<file path="src/rtl/nhi_pkg.sv">
package nhi_pkg;
  localparam int BYTE_W = 8;

  typedef enum logic [1:0] {
    RGN_NONE = 2'd0,
    RGN_SYS  = 2'd1,
    RGN_CFG  = 2'd2,
    RGN_WIN  = 2'd3
  } region_e;

  typedef enum logic [1:0] {
    ECC_IDLE  = 2'b00,
    ECC_ARM   = 2'b01,
    ECC_DUMP  = 2'b10,
    ECC_CLEAR = 2'b11
  } ecc_cmd_e;

  // configuration page offsets
  localparam logic [7:0] CFG_CMD_OFS  = 8'h04;
  localparam logic [7:0] CFG_BASE_OFS = 8'h10;
  localparam int         CFG_EN_BIT   = 1;

  // window offsets
  localparam logic [7:0] WIN_MODE_OFS = 8'h04;
  localparam logic [7:0] WIN_STAT_OFS = 8'h05;
  localparam logic [7:0] WIN_ISR_OFS  = 8'h06;
  localparam logic [7:0] WIN_IMR_OFS  = 8'h07;
  localparam logic [7:0] STATUS_VALUE = 8'h14;

  // mode register bit positions
  localparam int MB_CLE    = 0;
  localparam int MB_ALE    = 1;
  localparam int MB_CE     = 4;
  localparam int MB_ECC_LO = 5;
  localparam int MB_WP     = 7;
  localparam int IMR_GLOBAL = 7;
endpackage

</file>
<file path="src/rtl/nhi_decode.sv">
module nhi_decode
  import nhi_pkg::*;
#(
  parameter int ADDR_W = 16,
  parameter int BASE_W = 32
) (
  input  logic [ADDR_W-9:0] page,
  input  logic [BASE_W-1:0] base,
  input  logic              win_en,
  output region_e           region
);
  localparam int PAGE_W = ADDR_W - 8;

  logic [BASE_W-1:0] win_addr;

  always_comb begin
    win_addr = '0;
    win_addr[ADDR_W-1:8] = page;
  end

  always_comb begin
    if (page == PAGE_W'(0)) begin
      region = RGN_SYS;
    end else if (page == PAGE_W'(1)) begin
      region = RGN_CFG;
    end else if (win_en && (win_addr == base)) begin
      region = RGN_WIN;
    end else begin
      region = RGN_NONE;
    end
  end
endmodule

</file>
<file path="src/rtl/nhi_cfg_regs.sv">
module nhi_cfg_regs
  import nhi_pkg::*;
#(
  parameter int BASE_W = 32
) (
  input  logic              clk,
  input  logic              rst_n,
  input  logic              wr_en,
  input  logic [7:0]        ofs,
  input  logic [7:0]        wdata,
  output logic              win_en,
  output logic [BASE_W-1:0] base,
  output logic [7:0]        rd_data
);
  localparam int LANES = BASE_W / BYTE_W;

  logic                   en_q, en_d;
  logic [LANES-1:0][7:0]  base_q, base_d;
  logic [7:0]             lane_idx;

  always_comb begin
    en_d = en_q;
    if (wr_en && ofs == CFG_CMD_OFS) begin
      en_d = wdata[CFG_EN_BIT];
    end
  end

  for (genvar g = 0; g < LANES; g++) begin : g_lane
    always_comb begin
      base_d[g] = base_q[g];
      if (wr_en && ofs == CFG_BASE_OFS + 8'(g)) begin
        base_d[g] = wdata;
      end
    end
  end

  always_ff @(posedge clk or negedge rst_n) begin
    if (!rst_n) begin
      en_q   <= 1'b0;
      base_q <= '0;
    end else begin
      en_q   <= en_d;
      base_q <= base_d;
    end
  end

  assign lane_idx = ofs - CFG_BASE_OFS;

  always_comb begin
    rd_data = '0;
    if (ofs == CFG_CMD_OFS) begin
      rd_data[CFG_EN_BIT] = en_q;
    end else if (ofs >= CFG_BASE_OFS && lane_idx < 8'(LANES)) begin
      rd_data = base_q[lane_idx[$clog2(LANES)-1:0]];
    end
  end

  assign win_en = en_q;
  assign base   = base_q;
endmodule

</file>
<file path="src/rtl/nhi_win_regs.sv">
module nhi_win_regs
  import nhi_pkg::*;
(
  input  logic       clk,
  input  logic       rst_n,
  input  logic       wr_en,
  input  logic       rd_en,
  input  logic [7:0] ofs,
  input  logic [7:0] wdata,
  input  logic [7:0] nand_din,
  output logic [7:0] rd_data,
  output logic [7:0] nand_dout,
  output logic       nand_we,
  output logic       nand_re,
  output logic       nand_cle,
  output logic       nand_ale,
  output logic       nand_ce_n,
  output logic       nand_wp,
  output logic       ecc_clear,
  output logic       ecc_readout,
  output logic       ecc_active,
  output logic       irq
);
  logic       data_ofs;
  logic [7:0] mode_q, mode_d;
  logic [7:0] isr_q, isr_d;
  logic [7:0] imr_q, imr_d;
  logic [7:0] dout_q, dout_d;
  logic       we_q, we_d;
  logic       clr_q, clr_d;
  logic       rdo_q, rdo_d;
  ecc_cmd_e   cmd_new;

  assign data_ofs = (ofs[7:2] == 6'd0);
  assign cmd_new  = ecc_cmd_e'(wdata[MB_ECC_LO +: 2]);

  always_comb begin
    mode_d = mode_q;
    isr_d  = isr_q;
    imr_d  = imr_q;
    dout_d = dout_q;
    we_d   = 1'b0;
    clr_d  = 1'b0;
    rdo_d  = 1'b0;
    if (wr_en) begin
      if (data_ofs) begin
        dout_d   = wdata;
        we_d     = 1'b1;
        isr_d[0] = 1'b1;
      end else begin
        unique case (ofs)
          WIN_MODE_OFS: begin
            mode_d = wdata;
            clr_d  = (cmd_new == ECC_ARM) || (cmd_new == ECC_CLEAR);
            rdo_d  = (cmd_new == ECC_DUMP);
          end
          WIN_ISR_OFS: isr_d = wdata;
          WIN_IMR_OFS: imr_d = wdata;
          default: ;
        endcase
      end
    end
  end

  always_ff @(posedge clk or negedge rst_n) begin
    if (!rst_n) begin
      mode_q <= '0;
      isr_q  <= '0;
      imr_q  <= '0;
      dout_q <= '0;
      we_q   <= 1'b0;
      clr_q  <= 1'b0;
      rdo_q  <= 1'b0;
    end else begin
      mode_q <= mode_d;
      isr_q  <= isr_d;
      imr_q  <= imr_d;
      dout_q <= dout_d;
      we_q   <= we_d;
      clr_q  <= clr_d;
      rdo_q  <= rdo_d;
    end
  end

  always_comb begin
    rd_data = '0;
    if (data_ofs) begin
      rd_data = nand_din;
    end else begin
      unique case (ofs)
        WIN_MODE_OFS: rd_data = mode_q;
        WIN_STAT_OFS: rd_data = STATUS_VALUE;
        WIN_ISR_OFS:  rd_data = isr_q;
        WIN_IMR_OFS:  rd_data = imr_q;
        default:      rd_data = '0;
      endcase
    end
  end

  assign nand_re     = rd_en && data_ofs;
  assign nand_we     = we_q;
  assign nand_dout   = dout_q;
  assign nand_cle    = mode_q[MB_CLE];
  assign nand_ale    = mode_q[MB_ALE];
  assign nand_ce_n   = ~mode_q[MB_CE];
  assign nand_wp     = mode_q[MB_WP];
  assign ecc_clear   = clr_q;
  assign ecc_readout = rdo_q;
  assign ecc_active  = (ecc_cmd_e'(mode_q[MB_ECC_LO +: 2]) == ECC_ARM);
  assign irq         = imr_q[IMR_GLOBAL] && |(imr_q & isr_q);
endmodule

</file>
<file path="src/rtl/nand_host_if.sv">
module nand_host_if
  import nhi_pkg::*;
#(
  parameter int ADDR_W = 16,
  parameter int BASE_W = 32
) (
  input  logic              clk,
  input  logic              rst_n,
  input  logic [ADDR_W-1:0] bus_addr,
  input  logic              bus_wr,
  input  logic              bus_rd,
  input  logic [7:0]        bus_wdata,
  output logic [7:0]        bus_rdata,
  input  logic [7:0]        nand_din,
  output logic [7:0]        nand_dout,
  output logic              nand_we,
  output logic              nand_re,
  output logic              nand_cle,
  output logic              nand_ale,
  output logic              nand_ce_n,
  output logic              nand_wp,
  output logic              ecc_clear,
  output logic              ecc_readout,
  output logic              ecc_active,
  output logic              irq
);
  logic              rst_meta, rst_sync_n;
  region_e           region;
  logic              win_en;
  logic [BASE_W-1:0] base;
  logic [7:0]        cfg_rd, win_rd;
  logic [7:0]        rdata_q, rdata_d;
  logic              cfg_wr, win_wr, win_rdreq;

  // reset: asserted asynchronously, released on the clock
  always_ff @(posedge clk or negedge rst_n) begin
    if (!rst_n) begin
      rst_meta   <= 1'b0;
      rst_sync_n <= 1'b0;
    end else begin
      rst_meta   <= 1'b1;
      rst_sync_n <= rst_meta;
    end
  end

  nhi_decode #(.ADDR_W(ADDR_W), .BASE_W(BASE_W)) u_decode (
    .page   (bus_addr[ADDR_W-1:8]),
    .base   (base),
    .win_en (win_en),
    .region (region)
  );

  assign cfg_wr    = bus_wr && (region == RGN_CFG);
  assign win_wr    = bus_wr && (region == RGN_WIN);
  assign win_rdreq = bus_rd && (region == RGN_WIN);

  nhi_cfg_regs #(.BASE_W(BASE_W)) u_cfg (
    .clk     (clk),
    .rst_n   (rst_sync_n),
    .wr_en   (cfg_wr),
    .ofs     (bus_addr[7:0]),
    .wdata   (bus_wdata),
    .win_en  (win_en),
    .base    (base),
    .rd_data (cfg_rd)
  );

  nhi_win_regs u_win (
    .clk         (clk),
    .rst_n       (rst_sync_n),
    .wr_en       (win_wr),
    .rd_en       (win_rdreq),
    .ofs         (bus_addr[7:0]),
    .wdata       (bus_wdata),
    .nand_din    (nand_din),
    .rd_data     (win_rd),
    .nand_dout   (nand_dout),
    .nand_we     (nand_we),
    .nand_re     (nand_re),
    .nand_cle    (nand_cle),
    .nand_ale    (nand_ale),
    .nand_ce_n   (nand_ce_n),
    .nand_wp     (nand_wp),
    .ecc_clear   (ecc_clear),
    .ecc_readout (ecc_readout),
    .ecc_active  (ecc_active),
    .irq         (irq)
  );

  always_comb begin
    rdata_d = '0;
    if (bus_rd) begin
      unique case (region)
        RGN_CFG: rdata_d = cfg_rd;
        RGN_WIN: rdata_d = win_rd;
        default: rdata_d = '0;
      endcase
    end
  end

  always_ff @(posedge clk or negedge rst_sync_n) begin
    if (!rst_sync_n) begin
      rdata_q <= '0;
    end else begin
      rdata_q <= rdata_d;
    end
  end

  assign bus_rdata = rdata_q;
endmodule

</file>
<file path="config.mk">
export PLATFORM = sky130hd
export DESIGN_NAME = nand_host_if
export DESIGN_NICKNAME = d
export VERILOG_FILES = /design/src/rtl/nhi_pkg.sv /design/src/rtl/nhi_decode.sv /design/src/rtl/nhi_cfg_regs.sv /design/src/rtl/nhi_win_regs.sv /design/src/rtl/nand_host_if.sv
export SDC_FILE = /design/constraint.sdc
export NUM_CORES = 1
export LEC_CHECK = 0
export CAP_MARGIN = 0
export CORE_MARGIN = 1
export CORE_UTILIZATION = 50
export CTS_BUF_LIST = sky130_fd_sc_hd__clkbuf_8 sky130_fd_sc_hd__clkbuf_16
export DETAILED_ROUTE_END_ITERATION = 7
export GPL_TIMING_DRIVEN = 0
export PLACE_DENSITY = 0.87
export SYNTH_ARGS = -nofsm -noshare
export SYNTH_HDL_FRONTEND = slang
export SYNTH_SLANG_ARGS = --single-unit
</file>
<file path="constraint.sdc">
create_clock -name clk -period 3.45 [get_ports clk]
set_input_delay 0.345 -clock clk [delete_from_list [all_inputs] [get_ports clk]]
set_output_delay 0.345 -clock clk [all_outputs]
set_load 0.01 [all_outputs]
</file>
==> qor.yml, run 1 <==
status: "complete, no violations"
antenna_cells: 0
dp_hpwl_um: 6480
clock_sinks: 78
cts_tree: "done"
dp_slack_ps: 412
seqPwrFrac_pct: 54.6
cp-start-kind: "register"
grt_pass1_wl_um: 14500
vias: 2670
hold_viol_final: 0
pwr-share-comb_pct: 7.3
timing.rr.start: "u_cfg.base[25]$_DFFE_PN0P_"
ys_seq_elements: 78
syn_inst: 277
maxCapViolCount: 0
post-cts-setup-buffers: 0
synthTopCellsByCount: "78 x dfrtp_1, 68 x mux2_2, 11 x nand2_1, 9 x inv_1"
intPower_mw: 1.29
gp_congestion: 0.854
fin_total_pwr_mw: 1.68
io_pins: 62
cts_root_buf: "clkbuf_8"
worst_slew_pin_slew_ps: 821
synth_edf_count: 0
drtIter0Drc: 269
syn2layout_area_growth_pct: 25.5
async_flop_share_pct: 100
drive_gt1_share_pct: 28.2
switching_share_pct: 23.6
power_density_nw_per_um2: 364
setup-tns-final_ps: 0
netlist_area_um2: 3680
grt_usage_pct: 25.9
die_y_um: 87.8
cts_buffer_depth: 2
critPathCaptureType: "primary output"
final_core_util_pct: 66.6
critical_path.startpoint: "u_cfg.base[17]$_DFFE_PN0P_"
antenna_found_initial: 0
grt_start_max_net_pins: 57
clk-insertion-delay-late_ps: 360
peakVddDrop_uv: 154
timing.slew.headroom_pct: 45.3
wl_per_cell_um: 20.2
min_path_type: "in -> async"
finalClockSkew_ps: 9.53
yosys.cell_count.top_type: "dfrtp_1"
p_leak_nw: 2.09
yosysSeqAreaShare_pct: 53.0
fin_ws_ps: 313
cp.arrival_ps: 2790
maxSlewViolCount: 0
wl_um: 9070
synth.avg_cell_area_um2: 13.3
period_needed_ps: 3140
power_switching_mw: 0.398
synth_warnings: 0
vias_per_cell: 5.93
cts-buffers-inserted: 9
post-synth-top-area-cell: "dfrtp_1"
setup_viol: 0
cts_resized: 0
io_buffers: 60
layout.nets: 385
synth_fp_nets: 313
synth_top_area_share_pct: 53.0
die_area_um2: 7710
p_clk_share_pct: 38.1
grt_pass1_vias: 2723
rows: 30
synth.area.top_cells: "dfrtp_1 53%, mux2_2 21%, mux4_2 4.9%"
rsz0062_at_grt: "false"
antenna_left: 0
min_period_over_period_pct: 90.9
dr.pass1.iters: 5
critPathKind: "reg -> out"
synth.distinct_cells: 43
path_clk_slew_ps: 80
worstPathRequired_ps: 3110
grt_overflow: 0
fp.dieW_um: 87.8
fmax_mhz: 319
htreeDepth: 3
cts_hold_buf: 0
drc: 0
worstPathMaxFanout: 3
hold-worst-slack_ps: 147
start_util_pct: 53.0
ys.flop_type: "dfrtp_1"
core_area_um2: 6940
==> through the flow <==
stage | std cells | instance area [um^2]
2_1_floorplan | 277 | 3680
3_3_place_gp | 433 | 4400
3_5_place_dp | 434 | 4440
4_1_cts | 450 | 4620
5_1_grt | 450 | 4620
6_report | 450 | 4620
==> state kept, by name (all words and copies together) (netlist names), 8 cells and up <==
register and cells:
u_win.mode_q 8, u_win.nand_dout 8, bus_rdata 8, u_win.imr_q 8, u_win.isr_q 8, u_cfg.base 32
==> metal layers <==
| layer | GRT usage, % | vias up | share of wire [%] |
|---|---|---|---|
| li1 | - | 1183 | - |
| met1 | 34.4 | 1344 | 42 |
| met2 | 41.2 | 123 | 49 |
| met3 | 4.43 | 20 | 6.4 |
| met4 | 13.6 | 0 | 2.7 |
| met5 | 0 | - | 0 |
==> power groups by stage <==
stage / clock, mW / sequential, mW / combinational [mW]
floorplan: 0 / 0.946 / 0.0369
global placement: 0 / 0.950 / 0.103
detailed placement: 0 / 0.939 / 0.122
CTS: 0.644 / 0.921 / 0.122
global route: 0.687 / 0.921 / 0.131
finish: 0.642 / 0.920 / 0.122
==> cell families after synthesis <==
family / share of synthesized area (%)
compound gates: 5.30
xor+xnor: 1.90
other cells: 0.102
flops: 53.0
simple gates: 10.3
mux: 27.6
buf+inv: 1.77
==> critical path: stages (launching register included) <==
cell             delay (ps)
dfrtp_1                 410
nor4_1                  380
o211ai_1                260
nor4_1                  440
nand2_1                 160
nor3b_1                 230
clkdlybuf4s50_1         560
==> path summary, 6_finish.rpt <==
kind,end,slack (ps),depth (start not counted)
setup / recovery,nand_re,310,6
setup reg to reg,u_win.imr_q[7]$_DFFE_PN0P_,890,5
min in group clk,rst_sync_n$_DFF_PN0_,350,0
hold reg to reg,u_win.nand_dout[0]$_DFFE_PN0P_,220,0
hold / removal,rst_meta$_DFF_PN0_,150,1
max in group asynchronous,u_cfg.base[7]$_DFFE_PN0P_,2680,1
==> area by class of cell <==
class | count | area (um^2)
buffer | 8 | 31.3
clock buffer | 12 | 165
clock inverter | 4 | 22.5
fill | 496 | 2320
inverter | 9 | 33.8
multi-input combinational | 182 | 1670
sequential | 78 | 1960
tap | 96 | 120
timing repair buffer | 61 | 628
==> layout by cell type, fill, tap and decap left out, types with 4 or more instances in the layout <==
cell type / count
o22ai_1: 7
clkbuf_8: 12
mux4_2: 8
nand3_1: 6
inv_1: 11
nor3_1: 4
nor4_1: 5
dfrtp_1: 77
a21oi_1: 4
mux2_2: 68
nand2_1: 11
nand4_1: 6
clkdlybuf4s50_1: 60
xnor2_1: 8
o21ai_0: 5
clkbuf_1: 5
mux2i_1: 5
a22oi_1: 8
nor2_1: 6
Note: power is estimated with default switching activity, not from simulation.
==> inputs of run 2 (changes only) <==
--- a/config.mk
+++ b/config.mk
@@ -5,6 +5,7 @@
 export SDC_FILE = /design/constraint.sdc
 export NUM_CORES = 1
 export LEC_CHECK = 0
+export ABC_CLOCK_PERIOD_IN_PS = 3450
 export CAP_MARGIN = 0
 export CORE_MARGIN = 1
 export CORE_UTILIZATION = 50
@@ -12,6 +13,7 @@
 export DETAILED_ROUTE_END_ITERATION = 7
 export GPL_TIMING_DRIVEN = 0
 export PLACE_DENSITY = 0.87
+export SKIP_CTS_REPAIR_TIMING = 1
 export SYNTH_ARGS = -nofsm -noshare
 export SYNTH_HDL_FRONTEND = slang
 export SYNTH_SLANG_ARGS = --single-unit
==> results of run 2 <==
Final layout, timing and power as in run 1 (identical DEF).
